===== src/rtl/irq_router_pkg.sv =====
package irq_router_pkg;
  // width of a line index; bounds the number of request lines
  localparam int LINE_IDX_W = 5;

  // strobes from control to datapath
  typedef struct packed {
    logic                  load;  // issue a message this cycle
    logic [LINE_IDX_W-1:0] line;  // line being issued
  } route_strobe_t;
endpackage


===== src/rtl/irq_router_ctrl.sv =====
module irq_router_ctrl
  import irq_router_pkg::*;
#(
  parameter int NUM_LINES = 24
) (
  input  logic                 clk,
  input  logic                 rst_n,
  input  logic [NUM_LINES-1:0] reqLines,
  input  logic                 msgReady,
  output logic                 msgValid,
  output route_strobe_t        strobe
);
  logic [NUM_LINES-1:0]  pending;
  logic [NUM_LINES-1:0]  clearMask;
  logic                  anyPend;
  logic                  issue;
  logic [LINE_IDX_W-1:0] pickIdx;

  // lowest-numbered pending line wins
  always_comb begin
    anyPend = 1'b0;
    pickIdx = '0;
    for (int i = NUM_LINES - 1; i >= 0; i--) begin
      if (pending[i]) begin
        anyPend = 1'b1;
        pickIdx = LINE_IDX_W'(i);
      end
    end
  end

  assign issue     = anyPend && (!msgValid || msgReady);
  assign clearMask = issue ? (NUM_LINES'(1) << pickIdx) : '0;
  assign strobe    = '{load: issue, line: pickIdx};

  always_ff @(posedge clk) begin
    if (!rst_n) begin
      pending  <= '0;
      msgValid <= 1'b0;
    end else begin
      // a fresh request in the issuing cycle re-arms its line
      pending  <= (pending & ~clearMask) | reqLines;
      msgValid <= issue | (msgValid & ~msgReady);
    end
  end

  // a stalled message is not withdrawn
  a_r4_hold_valid: assert property (@(posedge clk) disable iff (!rst_n)
    msgValid && !msgReady |=> msgValid);

  // an issued line leaves the pending set unless re-requested
  a_r3_served_clears: assert property (@(posedge clk) disable iff (!rst_n)
    strobe.load && !reqLines[strobe.line] |=> !pending[$past(strobe.line)]);

  // requests are captured
  a_r3_capture: assert property (@(posedge clk) disable iff (!rst_n)
    (|reqLines) |=> (|pending));
endmodule


===== src/rtl/irq_router_dpath.sv =====
module irq_router_dpath
  import irq_router_pkg::*;
#(
  parameter int NUM_LINES = 24,
  parameter int NUM_CPUS  = 4,
  parameter int VEC_W     = 8,
  parameter int TPR_W     = 4,
  parameter int ARB_W     = 4
) (
  input  logic                      clk,
  input  logic                      rst_n,
  input  logic                      cfgWrEn,
  input  logic [LINE_IDX_W-1:0]     cfgWrIdx,
  input  logic [VEC_W-1:0]          cfgWrVector,
  input  logic                      cfgWrBalanced,
  input  logic [NUM_CPUS-1:0]       cfgWrDest,
  input  logic [NUM_CPUS*TPR_W-1:0] taskPri,
  input  route_strobe_t             strobe,
  output logic [VEC_W-1:0]          msgVector,
  output logic [NUM_CPUS-1:0]       msgTargets
);
  localparam int CPU_IDX_W = (NUM_CPUS > 1) ? $clog2(NUM_CPUS) : 1;
  localparam logic [ARB_W-1:0] ARB_MAX = '1;

  logic [VEC_W-1:0]    entVec  [NUM_LINES];
  logic                entBal  [NUM_LINES];
  logic [NUM_CPUS-1:0] entDest [NUM_LINES];
  logic [ARB_W-1:0]    arb     [NUM_CPUS];
  logic [TPR_W-1:0]    tpOf    [NUM_CPUS];

  logic [VEC_W-1:0]     selVec;
  logic                 selBal;
  logic [NUM_CPUS-1:0]  selDest;
  logic [TPR_W-1:0]     minTp;
  logic [CPU_IDX_W-1:0] winIdx;
  logic [ARB_W-1:0]     winArb;
  logic                 found;

  for (genvar c = 0; c < NUM_CPUS; c++) begin : g_tp
    assign tpOf[c] = taskPri[c*TPR_W +: TPR_W];
  end

  assign selVec  = entVec[strobe.line];
  assign selBal  = entBal[strobe.line];
  assign selDest = entDest[strobe.line];

  // lowest task priority, then highest rank, then lowest index
  always_comb begin
    minTp = '1;
    for (int c = 0; c < NUM_CPUS; c++)
      if (tpOf[c] < minTp) minTp = tpOf[c];
    found  = 1'b0;
    winIdx = '0;
    winArb = '0;
    for (int c = 0; c < NUM_CPUS; c++) begin
      if (tpOf[c] == minTp && (!found || arb[c] > winArb)) begin
        found  = 1'b1;
        winIdx = CPU_IDX_W'(c);
        winArb = arb[c];
      end
    end
  end

  // routing entry table
  always_ff @(posedge clk) begin
    if (!rst_n) begin
      for (int i = 0; i < NUM_LINES; i++) begin
        entVec[i]  <= '0;
        entBal[i]  <= 1'b0;
        entDest[i] <= '0;
      end
    end else if (cfgWrEn && int'(cfgWrIdx) < NUM_LINES) begin
      entVec[cfgWrIdx]  <= cfgWrVector;
      entBal[cfgWrIdx]  <= cfgWrBalanced;
      entDest[cfgWrIdx] <= cfgWrDest;
    end
  end

  // rotation ranks
  always_ff @(posedge clk) begin
    if (!rst_n) begin
      for (int c = 0; c < NUM_CPUS; c++) arb[c] <= ARB_W'(c);
    end else if (strobe.load && selBal) begin
      for (int c = 0; c < NUM_CPUS; c++) begin
        if (CPU_IDX_W'(c) == winIdx) arb[c] <= '0;
        else if (arb[c] == ARB_MAX)  arb[c] <= ARB_W'(winArb + 1'b1);
        else                         arb[c] <= ARB_W'(arb[c] + 1'b1);
      end
    end
  end

  // message register
  always_ff @(posedge clk) begin
    if (!rst_n) begin
      msgVector  <= '0;
      msgTargets <= '0;
    end else if (strobe.load) begin
      msgVector  <= selVec;
      msgTargets <= selBal ? (NUM_CPUS'(1) << winIdx) : selDest;
    end
  end

  // payload only moves on an issue
  a_r4_stable_payload: assert property (@(posedge clk) disable iff (!rst_n)
    !strobe.load |=> $stable(msgVector) && $stable(msgTargets));

  // balanced delivery names exactly one CPU
  a_r6_single_target: assert property (@(posedge clk) disable iff (!rst_n)
    strobe.load && selBal |=> $countones(msgTargets) == 1);

  // the selected CPU restarts at rank zero
  a_r8_winner_cleared: assert property (@(posedge clk) disable iff (!rst_n)
    strobe.load && selBal |=> arb[$past(winIdx)] == '0);

  for (genvar c = 0; c < NUM_CPUS; c++) begin : g_chk
    // fixed delivery leaves ranks alone
    a_r5_static_keeps_rank: assert property (@(posedge clk) disable iff (!rst_n)
      strobe.load && !selBal |=> $stable(arb[c]));
  end
endmodule


===== src/rtl/lowpri_irq_router.sv =====
module lowpri_irq_router
  import irq_router_pkg::*;
#(
  parameter int NUM_LINES = 24,
  parameter int NUM_CPUS  = 4,
  parameter int VEC_W     = 8,
  parameter int TPR_W     = 4,
  parameter int ARB_W     = 4
) (
  input  logic                      clk,
  input  logic                      rst_n,
  input  logic                      cfgWrEn,
  input  logic [LINE_IDX_W-1:0]     cfgWrIdx,
  input  logic [VEC_W-1:0]          cfgWrVector,
  input  logic                      cfgWrBalanced,
  input  logic [NUM_CPUS-1:0]       cfgWrDest,
  input  logic [NUM_LINES-1:0]      reqLines,
  input  logic [NUM_CPUS*TPR_W-1:0] taskPri,
  input  logic                      msgReady,
  output logic                      msgValid,
  output logic [VEC_W-1:0]          msgVector,
  output logic [NUM_CPUS-1:0]       msgTargets
);
  route_strobe_t strobe;

  irq_router_ctrl #(.NUM_LINES(NUM_LINES)) u_ctrl (
    .clk      (clk),
    .rst_n    (rst_n),
    .reqLines (reqLines),
    .msgReady (msgReady),
    .msgValid (msgValid),
    .strobe   (strobe)
  );

  irq_router_dpath #(
    .NUM_LINES(NUM_LINES), .NUM_CPUS(NUM_CPUS), .VEC_W(VEC_W),
    .TPR_W(TPR_W), .ARB_W(ARB_W)
  ) u_dpath (
    .clk           (clk),
    .rst_n         (rst_n),
    .cfgWrEn       (cfgWrEn),
    .cfgWrIdx      (cfgWrIdx),
    .cfgWrVector   (cfgWrVector),
    .cfgWrBalanced (cfgWrBalanced),
    .cfgWrDest     (cfgWrDest),
    .taskPri       (taskPri),
    .strobe        (strobe),
    .msgVector     (msgVector),
    .msgTargets    (msgTargets)
  );
endmodule


===== config.mk =====
export PLATFORM = sky130hd
export DESIGN_NAME = lowpri_irq_router
export DESIGN_NICKNAME = d
export VERILOG_FILES = /design/src/rtl/irq_router_pkg.sv /design/src/rtl/irq_router_ctrl.sv /design/src/rtl/irq_router_dpath.sv /design/src/rtl/lowpri_irq_router.sv
export SDC_FILE = /design/constraint.sdc
export NUM_CORES = 1
export LEC_CHECK = 0
export BUFFER_PORTS_ARGS = -buffer_cell sky130_fd_sc_hd__buf_2
export CORE_AREA = 4 4 204 206
export CTS_CLUSTER_DIAMETER = 30
export DETAILED_ROUTE_END_ITERATION = 12
export DIE_AREA = 0 0 208 210
export PLACE_DENSITY = 0.8
export RECOVER_POWER = 50
export SKIP_CTS_REPAIR_TIMING = 1
export SYNTH_ARGS = -nofsm -noshare
export SYNTH_HDL_FRONTEND = slang
export SYNTH_HIERARCHICAL = 1
export SYNTH_SLANG_ARGS = --single-unit

===== constraint.sdc =====
create_clock -name clk -period 10.95 [get_ports clk]
set_clock_uncertainty 0.05 [all_clocks]
set_input_delay 1.095 -clock clk [delete_from_list [all_inputs] [get_ports clk]]
set_output_delay 1.095 -clock clk [all_outputs]
set_load 0.03 [all_outputs]

* Word-level counts from Yosys, hierarchy flattened
Memories as Yosys holds them, arrays and structs flattened. A register that Yosys moved wholly into a read port is not among the register bits.
Cells that the tools add are included.
W data, S select, Z words.
** Cells by class
- $add $sub $neg :: 5
- Magnitude comparators :: 8
- Eq/ne operators :: 11
- Shift-type cells :: 2
- Mux-type cells :: 145
- Bitwise logic cells :: 18
- Reductions and logical operators :: 19
** Operators by type and width (count)
- $mux W5 :: 27
- $mux W1 :: 92
- $mux W4 :: 22
- $and A24 B24 Y24 :: 1
- $mux W24 :: 1
- $not A24 Y24 :: 1
- $or A24 B24 Y24 :: 1
- $shl A1 B5 Y24 const A :: 1
- $add A4 B1 Y4 const B :: 5
- $eq A4 B4 Y1 :: 4
- $eq A4 B4 Y1 const B :: 4
- $or A1 B1 Y1 :: 13
- $gt A4 B4 Y1 :: 3
- $lt A4 B4 Y1 :: 3
- $mux W8 :: 1
- $reduce_or A8 Y1 :: 1
- $logic_and A1 B1 Y1 :: 6
- $logic_not A1 Y1 :: 5
- $lt A5 B5 Y1 const B :: 1
- $eq A2 B2 Y1 const A :: 2
- $logic_or A1 B1 Y1 :: 4
- $lt A4 B4 Y1 const B :: 1
- $mux W2 :: 2
- $reduce_or A4 Y1 :: 1
- 6 further kinds :: 6
** Storage, ports and cells
- Flip-flop bits (word level) :: 29
- Bits in writable memories :: 328
- Bits of input ports :: 62
- Output and inout bits :: 13
- Word-level logic and storage cells :: 215
- Memories :: 4
** Memory list
- u_dpath.entVec :: depth 24, bits a word 8, rd ports 1, clocked after Yosys merged registers in 1, write ports 24, RTL line irq_router_dpath.sv:25 : logic [VEC_W-1:0] entVec [NUM_LINES];
- u_dpath.entDest :: depth 24, bits a word 4, rd ports 1, clocked after Yosys merged registers in 0, write ports 24, RTL line irq_router_dpath.sv:27 : logic [NUM_CPUS-1:0] entDest [NUM_LINES];
- u_dpath.entBal :: depth 24, bits a word 1, rd ports 1, clocked after Yosys merged registers in 0, write ports 24, RTL line irq_router_dpath.sv:26 : logic entBal [NUM_LINES];
- u_dpath.arb :: depth 4, bits a word 4, rd ports 4, clocked after Yosys merged registers in 0, write ports 4, RTL line irq_router_dpath.sv:28 : logic [ARB_W-1:0] arb [NUM_CPUS];

* Logic depth before layout (Yosys ltp)
- Word-level depth :: 32
- Gate-level depth with buffers :: 55

* By module
The synthesis kept the hierarchy.
** Modules (own cells, without submodules)
- irq_router_dpath :: times used 1, cells an instance 1382, area each 20774.9 µm²
- irq_router_ctrl :: times used 1, cells an instance 173, area each 1390.1 µm²

* Least setup slack after synthesis
No wires, ideal clock.
- Path kind :: input-to-reg
- Start point :: input port taskPri[3]
- End point :: memory u_dpath.arb[3][1] (data pin)
- Library setup time :: 0.273 ns
- Arrival time :: 10.281 ns
- Data required time :: 10.627 ns
- Slack :: 0.346 ns
- Stages on the path :: 54
- Cells stage by stage :: clkbuf_1 ha_1 nand3b_1 o221ai_2 mux2_2 inv_1 ha_1 a21oi_1 o21ai_1 o41ai_4 mux2i_2 ha_1 or2_2 a221oi_1 o21ai_0 a2bb2oi_1 xor2_1 nor2_1 [18 not listed] buf_6 mux2i_1 ha_1 nor2b_1 o21ai_0 nand2b_1 a21oi_1 a41oi_1 a31o_2 nand2_1 buf_2 nor2_1 a21oi_2 inv_1 ha_1 mux2_2 nand2_1 nand2_1
** RTL lines
- from (decl) :: RTL line lowpri_irq_router.sv:18 : input logic [NUM_CPUS*TPR_W-1:0] taskPri,
- to (decl) :: RTL line irq_router_dpath.sv:28

==> results.json <==
{
  "outcome": "finished with violations",
  "violations": "capacitance limit, slew limit",
  "tritoncts": "yes",
  "final_area_um2": 26800,
  "fmax_mhz": 96.1,
  "max-vdd-ir-drop_mv": 0.102,
  "cp_common_cell": "ha_1",
  "min_path_cells": 2,
  "first_iter_violations": 1883,
  "core_area_um2": 39600,
  "grt_overflow": 0,
  "setup_viol_count_final": 0,
  "synthTopCellsByArea": "edfxtp_1 55%, mux4_2 13%, and2_1 8.3%",
  "p_total_mw": 5.69,
  "cpMaxStageDelayCell": "o41ai_4",
  "swShare": 0.239,
  "clockRootBuffer": "clkbuf_16",
  "n_antenna_cell": 0,
  "netlist_instances": 1555,
  "die_h_um": 210,
  "min_to": "u_dpath/entBal[18]",
  "start_util": 0.559,
  "setup_tns_ns": 0,
  "placed_cell_area_um2": 23400,
  "drc": 0,
  "seq_power_share": 0.369,
  "final-max-slew-violation-count": 302,
  "antenna_found_initial": 0,
  "hold_class": "flop to flop",
  "dr.pass1.iters": 6,
  "die_w_um": 208,
  "grt_max_degree": 105,
  "dieArea_um2": 43700,
  "worst-r2r-setup-slack_ns": 4.87,
  "critPathKind": "primary input to flop",
  "cap_violations": 9,
  "r2r_end": "u_dpath/arb[3][1]",
  "critPathMaxFanout": 5,
  "final_antenna_net_count": 0,
  "critPathRequiredTime_ns": 11.22,
  "post-dp-hpwl_um": 33500,
  "yosysUniqueCellTypes": 83,
  "comb_power_share": 0.116,
  "clockPowerShare": 0.514,
  "powerDensity_nw_per_um2": 213,
  "synth_area_um2": 22200,
  "clk_pin_slew_ns": 0.05,
  "p_int_mw": 4.33,
  "drive_above_1_share": 0.226,
  "cts-buffers-inserted": 92,
  "insertion_delay_ns": 0.62,
  "ff2ff_path_depth": 32,
  "grt_pass1_wl_um": 85900,
  "yosys_register_bits": 469,
  "fin_crit_ns": 10.41,
  "p_switching_mw": 1.36,
  "grt_pass1_vias": 14600,
  "vias": 14300,
  "syn_to_final_growth_pct": 20.8,
  "post-route-period-util": 0.950,
  "hold_viol": 0,
  "routabilityCongestion": 0.905,
  "io-pin-count": 75,
  "fp-row-count": 73,
  "yosys.area.top_type": "edfxtp_1",
  "cts_max_level": 3,
  "wl_um": 56300,
  "track_usage": 0.255,
  "yosysWarnings": 6,
  "hold_start": "u_dpath/entBal[18]",
  "cts_sinks": 469,
  "port_buffers": 74,
  "cts_buffer_depth": 3,
  "syn_avg_cell_area_um2": 14.3,
  "slew_headroom": -1.23,
  "rr_startpoint": "u_dpath/arb[0][1]",
  "ys_seq_area_frac": 0.608,
  "slowest_delay_ns": 0.43,
  "crit_arrival_ns": 10.67,
  "leakagePower_nw": 9.68,
  "synth_edf_count": 408,
  "finalNetCount": 1851,
  "worst_slew_pin_slew_ns": 3.35,
  "setup.worst_path.end_class": "flop",
  "async_flop_share": 0,
  "viasPerCell": 6.06,
  "synth_top_cell_area_share": 0.553,
  "start_kind": "primary input",
  "synth_top_flop_cell": "edfxtp_1",
  "avgRoutedWirePerCell_um": 23.9
}
layout make-up:
cell class                 count  area [um^2]
clock inverter                51          709
multi-input combinational   1034         8620
timing repair buffer         113          582
tap                          525          657
sequential                   469        13500
fill                        2629        12900
clock buffer                 118         2540
inverter                      49          189
state kept, by name, indices dropped and copies added, names as in the netlist:
name,count
u_dpath/msgVector,8
u_dpath/msgTargets,4
u_dpath/entBal,32
u_dpath/arb,16
u_dpath/entDest,128
u_ctrl/msgValid,1
u_ctrl/pending,24
u_dpath/entVec,256
per-layer routing:
layer	wire, um	GRT usage
met1	20900	0.331
met2	28000	0.420
met3	5260	0.0586
met4	2190	0.108
met5	0	0
worst max-delay path by stage:
stage / startpoint / to / slack, ns / cells past startpoint
4_1_cts: taskPri[7] / u_dpath/arb[3][1] / 0.16 / 52
5_1_grt: taskPri[2] / u_dpath/arb[3][1] / -0.02 / 53
2_1_floorplan: taskPri[3] / u_dpath/arb[3][1] / 0.35 / 54
6_report: taskPri[2] / u_dpath/arb[3][1] / 0.54 / 50
3_3_place_gp: taskPri[7] / u_dpath/arb[3][1] / 0.04 / 52
3_5_place_dp: taskPri[7] / u_dpath/arb[3][1] / -0.43 / 52
worst max-delay path: cells and delay by family:
family,cells,cell delay [ns]
compound gates,18,3.20
xor+xnor,1,0.23
fa+ha+maj,7,2.04
buf+inv,4,0.33
mux,6,1.90
simple gates,14,1.87
cells in the final DEF (no fill, tap or decap), drive strengths merged, types with 4 or more instances in the layout:
master	Yosys	layout
nand2b	5	5
or3	4	4
xor2	5	5
nand3	4	4
nand3b	4	4
or2	4	4
dfxtp	61	61
a31oi	13	13
a211oi	13	13
xnor2	10	10
mux4	130	130
inv	49	54
nor3	11	11
a21oi	26	26
nor4	8	8
nand4	7	7
ha	30	30
mux2i	24	24
o211ai	8	8
nor2b	11	11
nand2	84	84
nor2	75	75
o21ai	91	91
and2	295	295
bufinv	0	15
clkbuf	84	161
edfxtp	408	408
a41oi	11	11
mux2	9	9
clkinv	0	19
conb	1	104
clkinvlp	0	12
buf	22	70
metrics by stage:
stage | std cells | hold WS, ns | util | setup slack [ns]
6_report | 2359 | 0.407 | 0.675 | 0.544
4_1_cts | 2353 | 0.408 | 0.673 | 0.162
5_1_grt | 2359 | 0.430 | 0.675 | -0.0181
3_3_place_gp | 2184 | 0.391 | 0.591 | 0.0372
2_1_floorplan | 1658 | 0.383 | - | 0.346
3_5_place_dp | 2184 | 0.400 | 0.591 | -0.426
power by group through the flow:
stage                     clock network (mW)  registers, mW  logic (mW)
final                                   2.93           2.10       0.662
after global routing                    3.05           2.11       0.700
after CTS                               2.95           2.10       0.637
after detailed placement                   0           2.13       0.629
after global placement                     0           2.12       0.617
after floorplan                            0           2.12       0.423
cells in the mapped netlist (3+ instances only):
master and count:
buf_1 13, or4_1 3, nor4_1 6, mux2_4 3
or3_1 4, or2_2 3, mux4_2 130, nor2b_1 11
a21oi_2 5, clkbuf_1 84, nand4_1 7, a31oi_1 12
a41oi_1 11, xnor2_1 6, nand2b_1 5, nor3_1 9
o211ai_1 8, nor2_1 75, o21ai_0 88, edfxtp_1 408
and2_1 294, a21oi_1 21, dfxtp_1 61, inv_1 49
o2bb2ai_1 3, nand3_1 4, a211oi_1 11, mux2_2 6
ha_1 30, buf_2 3, buf_4 3, xor2_1 5
buf_6 3, xnor2_2 4, mux2i_1 23, o21ai_1 3
nand2_1 84, nand3b_1 4, o211a_1 3
logic make-up after synthesis:
kind of cell | share of synthesized area
AO/OA/AOI/OAI | 0.0603
adder cells (fa/ha/maj) | 0.0169
buffers and inverters | 0.0279
flip-flops | 0.608
multiplexers | 0.148
AND/OR/NAND/NOR | 0.131
other | 0.000169
XOR/XNOR | 0.00728
Power figures use the tool's default switching activity.
